<file path="src/rtl/adc_res_pkg.sv">
package adc_res_pkg;

  // Read-lock state: open lets hardware write the result, held freezes it.
  typedef enum logic {
    LK_OPEN = 1'b0,
    LK_HELD = 1'b1
  } lock_state_e;

  // Priority of read strobes when both arrive together: the high-byte
  // read closes the pair, so the lock ends up open.
  function automatic lock_state_e next_lock(input lock_state_e cur,
                                            input logic rd_lo,
                                            input logic rd_hi);
    if (rd_hi)      return LK_OPEN;
    else if (rd_lo) return LK_HELD;
    else            return cur;
  endfunction

endpackage

</file>
<file path="src/rtl/adc_lock_fsm.sv">
module adc_lock_fsm
  import adc_res_pkg::*;
(
  input  logic        clk,
  input  logic        rst,
  input  logic        rd_lo,
  input  logic        rd_hi,
  output lock_state_e state_q,
  output lock_state_e state_nxt
);

  always_comb begin
    state_nxt = next_lock(state_q, rd_lo, rd_hi);
  end

  always_ff @(posedge clk) begin
    if (rst) state_q <= LK_OPEN;
    else     state_q <= state_nxt;
  end

endmodule

</file>
<file path="src/rtl/adc_res_store.sv">
module adc_res_store #(
  parameter int RES_W = 10
) (
  input  logic             clk,
  input  logic             rst,
  input  logic             wr_en,
  input  logic [RES_W-1:0] wr_data,
  output logic [RES_W-1:0] res_q,
  output logic [RES_W-1:0] res_nxt
);

  always_comb begin
    res_nxt = wr_en ? wr_data : res_q;
  end

  always_ff @(posedge clk) begin
    if (rst) res_q <= '0;
    else     res_q <= res_nxt;
  end

endmodule

</file>
<file path="src/rtl/adc_res_justify.sv">
module adc_res_justify #(
  parameter int RES_W  = 10,
  parameter int BYTE_W = 8
) (
  input  logic              clk,
  input  logic              rst,
  input  logic [RES_W-1:0]  res_in,
  input  logic              left_adj,
  output logic [BYTE_W-1:0] lo_q,
  output logic [BYTE_W-1:0] hi_q
);

  localparam int PAIR_W = 2 * BYTE_W;
  localparam int PAD    = PAIR_W - RES_W;

  logic [PAIR_W-1:0] right_w;
  logic [PAIR_W-1:0] left_w;
  logic [PAIR_W-1:0] pick_w;

  generate
    if (PAD == 0) begin : g_full
      assign right_w = res_in;
      assign left_w  = res_in;
    end else begin : g_pad
      assign right_w = {{PAD{1'b0}}, res_in};
      assign left_w  = {res_in, {PAD{1'b0}}};
    end
  endgenerate

  always_comb begin
    pick_w = left_adj ? left_w : right_w;
  end

  always_ff @(posedge clk) begin
    if (rst) begin
      lo_q <= '0;
      hi_q <= '0;
    end else begin
      lo_q <= pick_w[BYTE_W-1:0];
      hi_q <= pick_w[PAIR_W-1:BYTE_W];
    end
  end

endmodule

</file>
<file path="src/rtl/adc_done_gen.sv">
module adc_done_gen (
  input  logic clk,
  input  logic rst,
  input  logic res_valid,
  output logic done_q
);

  always_ff @(posedge clk) begin
    if (rst) done_q <= 1'b0;
    else     done_q <= res_valid;
  end

endmodule

</file>
<file path="src/rtl/adc_result_lock.sv">
module adc_result_lock
  import adc_res_pkg::*;
#(
  parameter int RES_W  = 10,
  parameter int BYTE_W = 8
) (
  input  logic              clk,
  input  logic              rst,
  input  logic              res_valid,
  input  logic [RES_W-1:0]  res_data,
  input  logic              left_adj,
  input  logic              rd_lo,
  input  logic              rd_hi,
  output logic [BYTE_W-1:0] lo_byte,
  output logic [BYTE_W-1:0] hi_byte,
  output logic              done
);

  lock_state_e      lk_q;
  lock_state_e      lk_nxt;
  logic             upd_en;
  logic             lock_held;
  logic [RES_W-1:0] stored_res;
  logic [RES_W-1:0] res_nxt;

  adc_lock_fsm u_lock (
    .clk       (clk),
    .rst       (rst),
    .rd_lo     (rd_lo),
    .rd_hi     (rd_hi),
    .state_q   (lk_q),
    .state_nxt (lk_nxt)
  );

  // A write is allowed only when the lock is open after this edge, so a
  // result landing with the low-byte read is dropped, and one landing with
  // the releasing high-byte read is kept.
  assign upd_en    = res_valid && (lk_nxt == LK_OPEN);
  assign lock_held = (lk_q == LK_HELD);

  adc_res_store #(.RES_W(RES_W)) u_store (
    .clk     (clk),
    .rst     (rst),
    .wr_en   (upd_en),
    .wr_data (res_data),
    .res_q   (stored_res),
    .res_nxt (res_nxt)
  );

  adc_res_justify #(.RES_W(RES_W), .BYTE_W(BYTE_W)) u_just (
    .clk      (clk),
    .rst      (rst),
    .res_in   (res_nxt),
    .left_adj (left_adj),
    .lo_q     (lo_byte),
    .hi_q     (hi_byte)
  );

  adc_done_gen u_done (
    .clk       (clk),
    .rst       (rst),
    .res_valid (res_valid),
    .done_q    (done)
  );

endmodule

</file>
<file path="config.mk">
export PLATFORM = sky130hd
export DESIGN_NAME = adc_result_lock
export DESIGN_NICKNAME = d
export VERILOG_FILES = /design/src/rtl/adc_res_pkg.sv /design/src/rtl/adc_lock_fsm.sv /design/src/rtl/adc_res_store.sv /design/src/rtl/adc_res_justify.sv /design/src/rtl/adc_done_gen.sv /design/src/rtl/adc_result_lock.sv
export SDC_FILE = /design/constraint.sdc
export NUM_CORES = 1
export LEC_CHECK = 0
export ABC_AREA = 1
export BUFFER_PORTS_ARGS = -buffer_cell sky130_fd_sc_hd__buf_4
export CAP_MARGIN = 30
export CORE_MARGIN = 4
export CORE_UTILIZATION = 47
export CTS_CLUSTER_SIZE = 20
export DETAILED_ROUTE_END_ITERATION = 12
export GPL_TIMING_DRIVEN = 0
export PLACE_DENSITY = 0.76
export SLEW_MARGIN = 20
export SYNTH_ARGS = -nofsm -noshare
export SYNTH_HDL_FRONTEND = slang
export SYNTH_SLANG_ARGS = --single-unit
</file>
<file path="constraint.sdc">
create_clock -name clk -period 1.25 [get_ports clk]
set_input_delay 0.1875 -clock clk [delete_from_list [all_inputs] [get_ports clk]]
set_output_delay 0.1875 -clock clk [all_outputs]
set_load 0.01 [all_outputs]
</file>
Yosys cells after proc, flatten, opt, wreduce, memory -nomap -nowiden
Index checks and enable logic that the tools add are counted.
- logic and storage cells: 16
- register bits after elaboration: 28
- input bits: 16
- output and inout bits: 17
- bitwise operators: 2
- reduce and logical (&&, ||, !) cells: 3
- muxes and demuxes: 4
- operator list (operator ; number):
    $mux W10 ; 2
    $reduce_or A2 Y1 ; 2
    $mux W1 ; 2
    $not A1 Y1 ; 2
    $logic_and A1 B1 Y1 ; 1

Depth between registers and ports, before layout
Gate-level depths: netlist of run 1.
- depth in word-level cells: 6
- gate-level depth with buffers: 6
- mapped depth without buffers: 6

Hierarchy
From an unflattened synthesis of run 1, not the netlist that was laid out.
- cells, all modules: 146
- area, all modules: 1039.7 µm²
- by module, submodules not included (module ; area an instance (µm²) ; times used ; sequential area each (µm²) ; cells each):
    adc_res_store ; 481.7 ; 1 ; 200.2 ; 83
    adc_res_justify ; 478.0 ; 1 ; 320.3 ; 54
    adc_lock_fsm ; 40.0 ; 1 ; 20.0 ; 4
    adc_done_gen ; 30.0 ; 1 ; 20.0 ; 3
    adc_result_lock ; 10.0 ; 1 ; 0.0 ; 2

Least setup slack after synthesis of run 1
No wires, ideal clock.
- kind: register -> register
- start point: reg u_lock.state_q
- end point: reg u_store.res_q[8]
- setup time: 128 ps
- arrival: 801 ps
- period minus slack after synthesis: 929 ps
- buffers on the path: 1
- required time: 1122 ps
- slack: 321 ps
- stages on the path, launching flop included: 6
- path through: dfxtp_1 -> o21ai_2 -> buf_6 -> nand3_1 -> nand2_1 -> nor2_1
- longest elaborated chain between the ends: 5
- ends and longest elaborated chain (item ; line ; RTL):
    start: declaration ; adc_lock_fsm.sv:8 ; output lock_state_e state_q,
    start signal: assignment ; adc_lock_fsm.sv:18 ; else state_q <= state_nxt;
    $mux W1 ; adc_res_pkg.sv:15 ; else if (rd_lo) return LK_HELD;
    $mux W1 ; adc_res_pkg.sv:14 ; if (rd_hi) return LK_OPEN;
    $not A1 Y1 ; adc_result_lock.sv:38 ; assign upd_en = res_valid && (lk_nxt == LK_OPEN);
    $logic_and A1 B1 Y1 ; adc_result_lock.sv:38 ;
    $mux W10 ; adc_res_store.sv:13 ; res_nxt = wr_en ? wr_data : res_q;
    end signal: assignment ; adc_res_store.sv:18 ; else res_q <= res_nxt;
    end: declaration ; adc_res_store.sv:8 ; output logic [RES_W-1:0] res_q,
Every way passes these cells.
A chain may end at the register's enable or synchronous reset.

Final worst setup path of run 1
- start point: reg u_lock.state_q
- end point: reg u_just.lo_q[7]
- longest elaborated chain between the ends: 6
- ends and longest elaborated chain (item ; line ; RTL):
    $mux W1 ; adc_res_pkg.sv:15 ;
    $mux W1 ; adc_res_pkg.sv:14 ;
    $not A1 Y1 ; adc_result_lock.sv:38 ;
    $logic_and A1 B1 Y1 ; adc_result_lock.sv:38 ;
    $mux W10 ; adc_res_store.sv:13 ;
    $mux W10 ; adc_res_justify.sv:31 ; pick_w = left_adj ? left_w : right_w;
    end signal: assignment ; adc_res_justify.sv:39 ; lo_q <= pick_w[BYTE_W-1:0];
    end: declaration ; adc_res_justify.sv:9 ; output logic [BYTE_W-1:0] lo_q,
Every way passes these cells.

==> out/metrics.yaml, run 1 <==
outcome:
  status: "finished clean"
synth:
  syn_inst: 120
  async_reset_ff_share_pct: 0
  ys_seq_area_share_pct: 58.3
  syn_avg_cell_area_um2: 8.02
  synthFlopType: "dfxtp_1"
  ys_ff_latch: 28
  synth_edf_count: 0
  syn-num-nets: 136
  synth_common_cells: "28 x dfxtp_1, 23 x nand2_1, 21 x inv_1"
  synth_top_area_cell: "dfxtp_1"
  syn_area_um2: 962
  synthTopCellsByArea: "dfxtp_1 58%, nand2_1 9.0%, nand3_1 8.3%, inv_1 8.2%, nor2_1 7.4%"
  yosys.cell_count.top_type: "dfxtp_1"
  synth_cell_types: 12
  yosys.area.top_type_share_pct: 58.3
  ys_warn_count: 0
finish:
  nets: 173
  drive_above_1_share_pct: 26.9
  n_antenna_cell: 0
  syn2layout_area_growth_pct: 33.9
global_route:
  first_global_vias: 807
  grt_max_degree: 17
  grt_antenna_before_repair: 0
  grt_first_pass_wirelength_um: 3220
  grt_use_total_pct: 15.7
  overflow: 0
timing:
  report.final.slew_viol_count: 0
  max_freq_mhz: 937
  hold_viol: 0
  final.min_clock_period_ns: 1.07
  tightest_slew_ns: 0.487
  fin_skew_ns: 0.0107
  fin_ws_ns: 0.183
  finalSetupViolCount: 0
  rsz0062_at_grt: "false"
  period_share_pct: 85.4
  timing.slew.headroom_pct: 67.5
  tns_ns: 0
worst_setup_path:
  cp.arrival_ns: 1.31
  r2r_start: "u_lock.state_q$_SDFF_PP0_"
  cp.required_ns: 1.50
  cp-end-kind: "flop"
  r2r_slack_ns: 0.18
  start_kind: "flop"
  worst-path-max-fanout: 10
  r2r-end: "u_just.lo_q[7]$_SDFF_PP0_"
  crit_type: "reg2reg"
  worst_r2r_path_depth: 5
floorplan:
  die_h_um: 53.2
  num_rows: 16
  start_util_pct: 49.0
  floorplan.die_area_mm2: 0.00284
  io_pins: 33
  die_w_um: 53.2
  core-area_mm2: 0.00196
min_path:
  hold_path_end: "u_store.res_q[4]$_SDFF_PP0_"
  hold_class: "in2reg"
  hold_depth: 2
  holdCritStartpoint: "rst"
pwr:
  power.density_mw_per_mm2: 1390
  ir_worst_vdd_mv: 0.842
  fin_total_pwr_w: 0.00180
  leakage_nw: 0.681
drt:
  drt_pass1_iterations: 4
  wirelength_um: 2060
  ant_nets: 0
  drt_iter0_drc: 28
  vias_per_cell: 4.69
  num_vias: 858
  drc: 0
  wire_per_inst_um: 11.3
place:
  gp_congestion: 0.773
  hpwl_um: 1500
  portBuffers: 32
  dp_slack_ns: 0.173
clocking:
  cts_root_buffer: "clkbuf_4"
  insertion_delay_ns: 0.33
  cts.sinks: 28
  cts_hold_buf: 0
  tritoncts: "done"
  cts_buffers: 3
  clk_pin_slew_ns: 0.15
  post_cts_buffers: 0
  cts.path.max_buffers: 2
  post_cts_resized: 0
  cts.htree.levels: 1
flow_run:
  cap_violations: 0
-- worst max-delay path by stage --
stage | startpoint | to | cells after the start
6_report | u_lock.state_q$_SDFF_PP0_ | u_just.lo_q[7]$_SDFF_PP0_ | 5
5_1_grt | u_lock.state_q$_SDFF_PP0_ | u_just.lo_q[0]$_SDFF_PP0_ | 5
4_1_cts | u_lock.state_q$_SDFF_PP0_ | u_store.res_q[7]$_SDFF_PP0_ | 5
3_5_place_dp | rd_lo | u_store.res_q[7]$_SDFF_PP0_ | 6
3_3_place_gp | rst | u_just.lo_q[4]$_SDFF_PP0_ | 4
2_1_floorplan | u_lock.state_q$_SDFF_PP0_ | u_store.res_q[8]$_SDFF_PP0_ | 5
-- critical path: stages (launching register included) --
cell and delay [ns]:
dfxtp_1 0.33, o21ai_2 0.20, buf_6 0.18, nand3_1 0.10, nand3_1 0.12, nand2_1 0.06
-- registers in the layout, indices dropped and copies added, names as in the netlist --
register / count
u_store.res_q: 10
u_just.hi_q: 8
u_just.lo_q: 8
u_done.done_q: 1
u_lock.state_q: 1
-- layout make-up --
class                      count  area [um^2]
buffer                         3         20.0
clock buffer                   3         22.5
clock inverter                 1         30.0
fill                         181          673
inverter                      21         78.8
multi-input combinational     68          303
sequential                    28          561
tap                           27         33.8
timing repair buffer          32          240
-- where the power goes --
part | total (W) | internal (W) | switching, W | leakage [nW]
clock | 0.000586 | 0.000324 | 0.000261 | 0.0279
combinational | 0.000249 | 0.000112 | 0.000137 | 0.423
sequential | 0.000962 | 0.000948 | 0.0000133 | 0.231
-- stage by stage --
step,hold slack (ns),cells,area (um^2),utilization [%]
floorplan,0.257,120,962,-
global placement,0.385,179,1240,63.0
detailed placement,0.386,179,1240,63.0
CTS,0.0187,183,1290,65.7
global route,0.0273,183,1290,65.7
finish,0.0237,183,1290,65.7
-- cells by family (layout without fill, tap and decap cells) --
kind of cell | Yosys count | after routing | synth area share (%)
and+or+nand+nor | 61 | 61 | 27.4
AOI/OAI and AO/OA | 7 | 7 | 4.03
DFF | 28 | 28 | 58.3
buffers and inverters | 24 | 60 | 10.3
-- per-layer routing --
metal / GRT usage, % / share of wire [%] / vias up / wire (um)
met4: 7.23 / 2.0 / 0 / 42
li1: - / - / 436 / -
met5: 0 / 0 / - / 0
met2: 28.8 / 51 / 26 / 1050
met3: 2.82 / 4.5 / 5 / 92
met1: 17.1 / 43 / 391 / 883
-- cells in the final DEF, fill, tap and decap left out, drive strengths merged --
| master | synthesis | routed |
|---|---|---|
| dfxtp | 28 | 28 |
| nand3 | 18 | 18 |
| nand2 | 24 | 24 |
| buf | 2 | 34 |
| o21ai | 1 | 1 |
| a21oi | 6 | 6 |
| bufinv | 0 | 1 |
| clkbuf | 1 | 4 |
| nor2 | 19 | 19 |
| inv | 21 | 21 |
No activity file was read; power rests on OpenSTA's default activity.
==> inputs of run 2 (changes only) <==
--- a/config.mk
+++ b/config.mk
@@ -8,7 +8,6 @@
 export ABC_AREA = 1
 export BUFFER_PORTS_ARGS = -buffer_cell sky130_fd_sc_hd__buf_4
 export CAP_MARGIN = 30
-export CORE_MARGIN = 4
 export CORE_UTILIZATION = 47
 export CTS_CLUSTER_SIZE = 20
 export DETAILED_ROUTE_END_ITERATION = 12
==> out/metrics.yaml, run 2 (same netlist as run 1, synthesis figures left out) <==
global_route:
  grt_first_pass_wirelength_um: 3040
  first_global_vias: 741
  grt_antenna_before_repair: 0
  overflow: 0
  grt_max_degree: 15
  grt_use_total_pct: 19.5
finish:
  mostFrequentLayoutCells: "32 x buf_4, 28 x dfxtp_1, 23 x nand2_1"
  nets: 173
  layout.area.seq_um2: 561
  multi_input_area_um2: 303
  drive_above_1_share_pct: 26.5
  nFillCells: 175
  top_regs: "u_store.res_q x10, u_just.hi_q x8, u_just.lo_q x8"
  largest_register_ffs: 10
  stdcell_count: 182
  syn2layout_area_growth_pct: 30.8
  regMostFlops: "u_store.res_q"
  n_antenna_cell: 0
  layout_commonest_cell: "buf_4"
timing:
  fin_skew_ns: 0.00962
  report.final.slew_viol_count: 0
  final.min_clock_period_ns: 1.06
  tightest_slew_ns: 0.508
  finalSetupViolCount: 0
  rsz0062_at_grt: "false"
  max_freq_mhz: 940
  timing.slew.headroom_pct: 66.1
  hold_viol: 0
  period_share_pct: 85.1
  tns_ns: 0
drt:
  met1Wirelength_um: 872
  wire_per_inst_um: 10.9
  ant_nets: 0
  drc: 0
  wirelength_um: 1980
  topRoutingLayerUsed: "met4"
  route.met3.wl_um: 92
  drt_iter0_drc: 12
  vias_per_cell: 4.68
  met2WireLength_um: 1010
  drt_pass1_iterations: 5
  num_vias: 852
min_path:
  hold_depth: 2
  hold_class: "in2reg"
  holdCritStartpoint: "rst"
worst_setup_path:
  worst_r2r_path_depth: 5
  cp_top_family: "simple AND/OR/NAND/NOR gates"
  worst-path-max-fanout: 10
  max_stage_delay_ns: 0.34
  start_kind: "flop"
  crit_type: "reg2reg"
  cp-end-kind: "flop"
  crit_chain: "o21ai_2 -> nand2_2 -> nand2_1 -> nand3_1 -> nand2_1"
  r2r_start: "u_lock.state_q$_SDFF_PP0_"
  path_common_cell: "nand2_1"
  cp.required_ns: 1.52
  crit_buf_inv: 0
  cp.arrival_ns: 1.34
  startpoint: "u_lock.state_q$_SDFF_PP0_"
  critPathSlowestCell: "dfxtp_1"
  crit_cells: 5
pwr:
  leakage_nw: 0.667
  ir_worst_vdd_mv: 0.712
  power.density_mw_per_mm2: 1240
place:
  dp.cells: 179
  portBuffers: 32
  gp_congestion: 0.722
  hpwl_um: 1420
floorplan:
  io_pins: 33
  core-area_mm2: 0.00194
  start_util_pct: 49.5
  die_w_um: 47.2
  die_h_um: 47.2
  floorplan.die_area_mm2: 0.00223
  num_rows: 16
clocking:
  tritoncts: "done"
  cts.htree.levels: 1
  cts_hold_buf: 0
  cts_buffers: 3
  insertion_delay_ns: 0.32
  cts.path.max_buffers: 2
  post_cts_resized: 0
  cts.sinks: 28
  post_cts_buffers: 0
  cts_root_buffer: "clkbuf_4"
  clk_pin_slew_ns: 0.14
flow_run:
  cap_violations: 0
outcome:
  status: "finished clean"
[run 2: cell count changes in the layout (fill, tap and decap cells not counted), sizes merged]
cell    change
bufinv      -1
[run 2: final timing paths]
path	slack, ns	to
setup reg to reg	0.19	u_just.lo_q[6]$_SDFF_PP0_
hold reg to reg	0.51	u_store.res_q[4]$_SDFF_PP0_
setup / recovery	0.19	u_just.lo_q[6]$_SDFF_PP0_
hold / removal	0.05	u_store.res_q[4]$_SDFF_PP0_
[run 2: per-layer routing]
metal | vias to the layer above | track usage [%]
li1 | 434 | -
met1 | 390 | 23.9
met2 | 26 | 34.0
met3 | 2 | 4.62
met4 | 0 | 5.71
met5 | - | 0
[run 2: through the flow]
step | total power (W) | setup slack (ns) | cell area (um^2) | hold slack, ns | utilization (%)
after CTS | 0.00157 | 0.188 | 1260 | 0.0408 | 64.8
after global placement | 0.00122 | 0.212 | 1240 | 0.387 | 63.7
final | 0.00156 | 0.186 | 1260 | 0.0452 | 64.8
after global routing | 0.00164 | 0.0812 | 1260 | 0.0455 | 64.8
after detailed placement | 0.00123 | 0.186 | 1240 | 0.392 | 63.7
after floorplan | 0.00112 | 0.321 | 962 | 0.257 | -
[run 2: layout make-up]
cell class	instances	share of cell area (%)
timing repair buffer	32	19.1
tap	27	2.68
clock buffer	3	1.79
multi-input combinational	68	24.1
sequential	28	44.5
inverter	21	6.26
buffer	3	1.59
[run 2: power by group]
part           switching (W)  internal (W)  total (W)
Clock               0.000235      0.000113   0.000348
Combinational       0.000137      0.000111   0.000248
Sequential         0.0000152      0.000948   0.000963
Total               0.000387       0.00117    0.00156
==> inputs of run 3 (changes only) <==
--- a/config.mk
+++ b/config.mk
@@ -8,12 +8,13 @@
 export ABC_AREA = 1
 export BUFFER_PORTS_ARGS = -buffer_cell sky130_fd_sc_hd__buf_4
 export CAP_MARGIN = 30
-export CORE_UTILIZATION = 47
+export CORE_UTILIZATION = 45
 export CTS_CLUSTER_SIZE = 20
 export DETAILED_ROUTE_END_ITERATION = 12
 export GPL_TIMING_DRIVEN = 0
-export PLACE_DENSITY = 0.76
+export PLACE_DENSITY = 0.73
 export SLEW_MARGIN = 20
 export SYNTH_ARGS = -nofsm -noshare
 export SYNTH_HDL_FRONTEND = slang
 export SYNTH_SLANG_ARGS = --single-unit
+export TNS_END_PERCENT = 10
==> out/metrics.yaml, run 3 (same netlist as run 1, synthesis figures left out) <==
min_path:
  holdCritStartpoint: "rst"
  hold_class: "in2reg"
  hold_depth: 2
timing:
  period_share_pct: 84.5
  final.min_clock_period_ns: 1.06
  timing.slew.headroom_pct: 70.3
  hold_viol: 0
  rsz0062_at_grt: "false"
  holdWs_ns: 0.0441
  fin_skew_ns: 0.00994
  max_freq_mhz: 946
  report.final.slew_viol_count: 0
  tns_ns: 0
  fin_ws_ns: 0.193
  tightest_slew_ns: 0.446
  finalSetupViolCount: 0
global_route:
  grt_first_pass_wirelength_um: 2970
  overflow: 0
  first_global_vias: 707
  grt_antenna_before_repair: 0
  grt_use_total_pct: 18.9
  grt_max_degree: 17
clocking:
  tritoncts: "done"
  cts.path.max_buffers: 2
  cts_buffers: 3
  cts_root_buffer: "clkbuf_4"
  cts.htree.levels: 1
  clk_pin_slew_ns: 0.15
  cts.sinks: 28
  post_cts_resized: 0
  post_cts_buffers: 0
  cts_hold_buf: 0
  insertion_delay_ns: 0.32
worst_setup_path:
  cp-end-kind: "flop"
  r2r_start: "u_lock.state_q$_SDFF_PP0_"
  start_kind: "flop"
  startpoint: "u_lock.state_q$_SDFF_PP0_"
  cp.arrival_ns: 1.26
  cp.required_ns: 1.46
  worst_r2r_path_depth: 5
  crit_type: "reg2reg"
  worst-path-max-fanout: 10
finish:
  largest_register_ffs: 10
  syn2layout_area_growth_pct: 33.9
  nets: 173
  regMostFlops: "u_store.res_q"
  layout_commonest_cell: "buf_4"
  n_antenna_cell: 0
  layout.area.seq_um2: 561
  nFillCells: 191
  multi_input_area_um2: 303
  drive_above_1_share_pct: 26.9
  mostFrequentLayoutCells: "32 x buf_4, 28 x dfxtp_1, 23 x nand2_1"
  top_regs: "u_store.res_q x10, u_just.hi_q x8, u_just.lo_q x8"
floorplan:
  num_rows: 16
  floorplan.die_area_mm2: 0.00233
  io_pins: 33
  core-area_mm2: 0.00198
  die_h_um: 48.2
  die_w_um: 48.2
  start_util_pct: 48.5
place:
  portBuffers: 32
  dp_slack_ns: 0.188
  hpwl_um: 1390
  gp_congestion: 0.770
pwr:
  fin_total_pwr_w: 0.00179
  ir_worst_vdd_mv: 0.969
  power.density_mw_per_mm2: 1390
  leakage_nw: 0.681
drt:
  vias_per_cell: 4.52
  wirelength_um: 1930
  drc: 0
  drt_iter0_drc: 25
  drt_pass1_iterations: 4
  wire_per_inst_um: 10.5
  ant_nets: 0
  num_vias: 827
outcome:
  status: "finished clean"
flow_run:
  cap_violations: 0
-- run 3: cell types whose count changed in the layout (fill, tap and decap cells not counted) --
cell | previous run | this run
bufinv_16 | 0 | 1
-- run 3: critical path, stage by stage (launching register included) --
cell	delay (ns)
dfxtp_1	0.33
o21ai_2	0.18
buf_6	0.18
nand3_1	0.10
nand2_1	0.11
nor2_1	0.04
-- run 3: area by class of cell --
| class | count | area share, % |
|---|---|---|
| sequential | 28 | 43.5 |
| multi-input combinational | 68 | 23.5 |
| timing repair buffer | 32 | 18.6 |
| inverter | 21 | 6.12 |
| tap | 27 | 2.62 |
| clock inverter | 1 | 2.33 |
| clock buffer | 3 | 1.75 |
| buffer | 3 | 1.55 |
-- run 3: routing by layer --
metal | wire (um) | up-vias | global-route usage [%]
met2 | 930 | 25 | 30.1
met3 | 90 | 2 | 3.33
met5 | 0 | - | 0
met4 | 13 | 0 | 8.33
li1 | - | 440 | -
met1 | 892 | 360 | 24.8
-- run 3: final timing paths --
| kind | endpoint | slack [ns] |
|---|---|---|
| max reg2reg | u_store.res_q[8]$_SDFF_PP0_ | 0.19 |
| max | u_store.res_q[8]$_SDFF_PP0_ | 0.19 |
| min | u_store.res_q[5]$_SDFF_PP0_ | 0.04 |
| min reg2reg | u_just.hi_q[3]$_SDFF_PP0_ | 0.52 |
-- run 3: stage by stage --
step / instance area (um^2) / utilization (%) / instances
2_1_floorplan: 962 / - / 120
3_3_place_gp: 1240 / 62.4 / 179
3_5_place_dp: 1240 / 62.4 / 179
4_1_cts: 1290 / 65.0 / 183
5_1_grt: 1290 / 65.0 / 183
6_report: 1290 / 65.0 / 183
-- run 3: power breakdown --
| group | leakage (nW) | switching (W) | total [W] | internal, W |
|---|---|---|---|---|
| clock | 0.0279 | 0.000253 | 0.000577 | 0.000324 |
| sequential | 0.231 | 0.0000147 | 0.000963 | 0.000948 |
| combinational | 0.423 | 0.000136 | 0.000247 | 0.000111 |
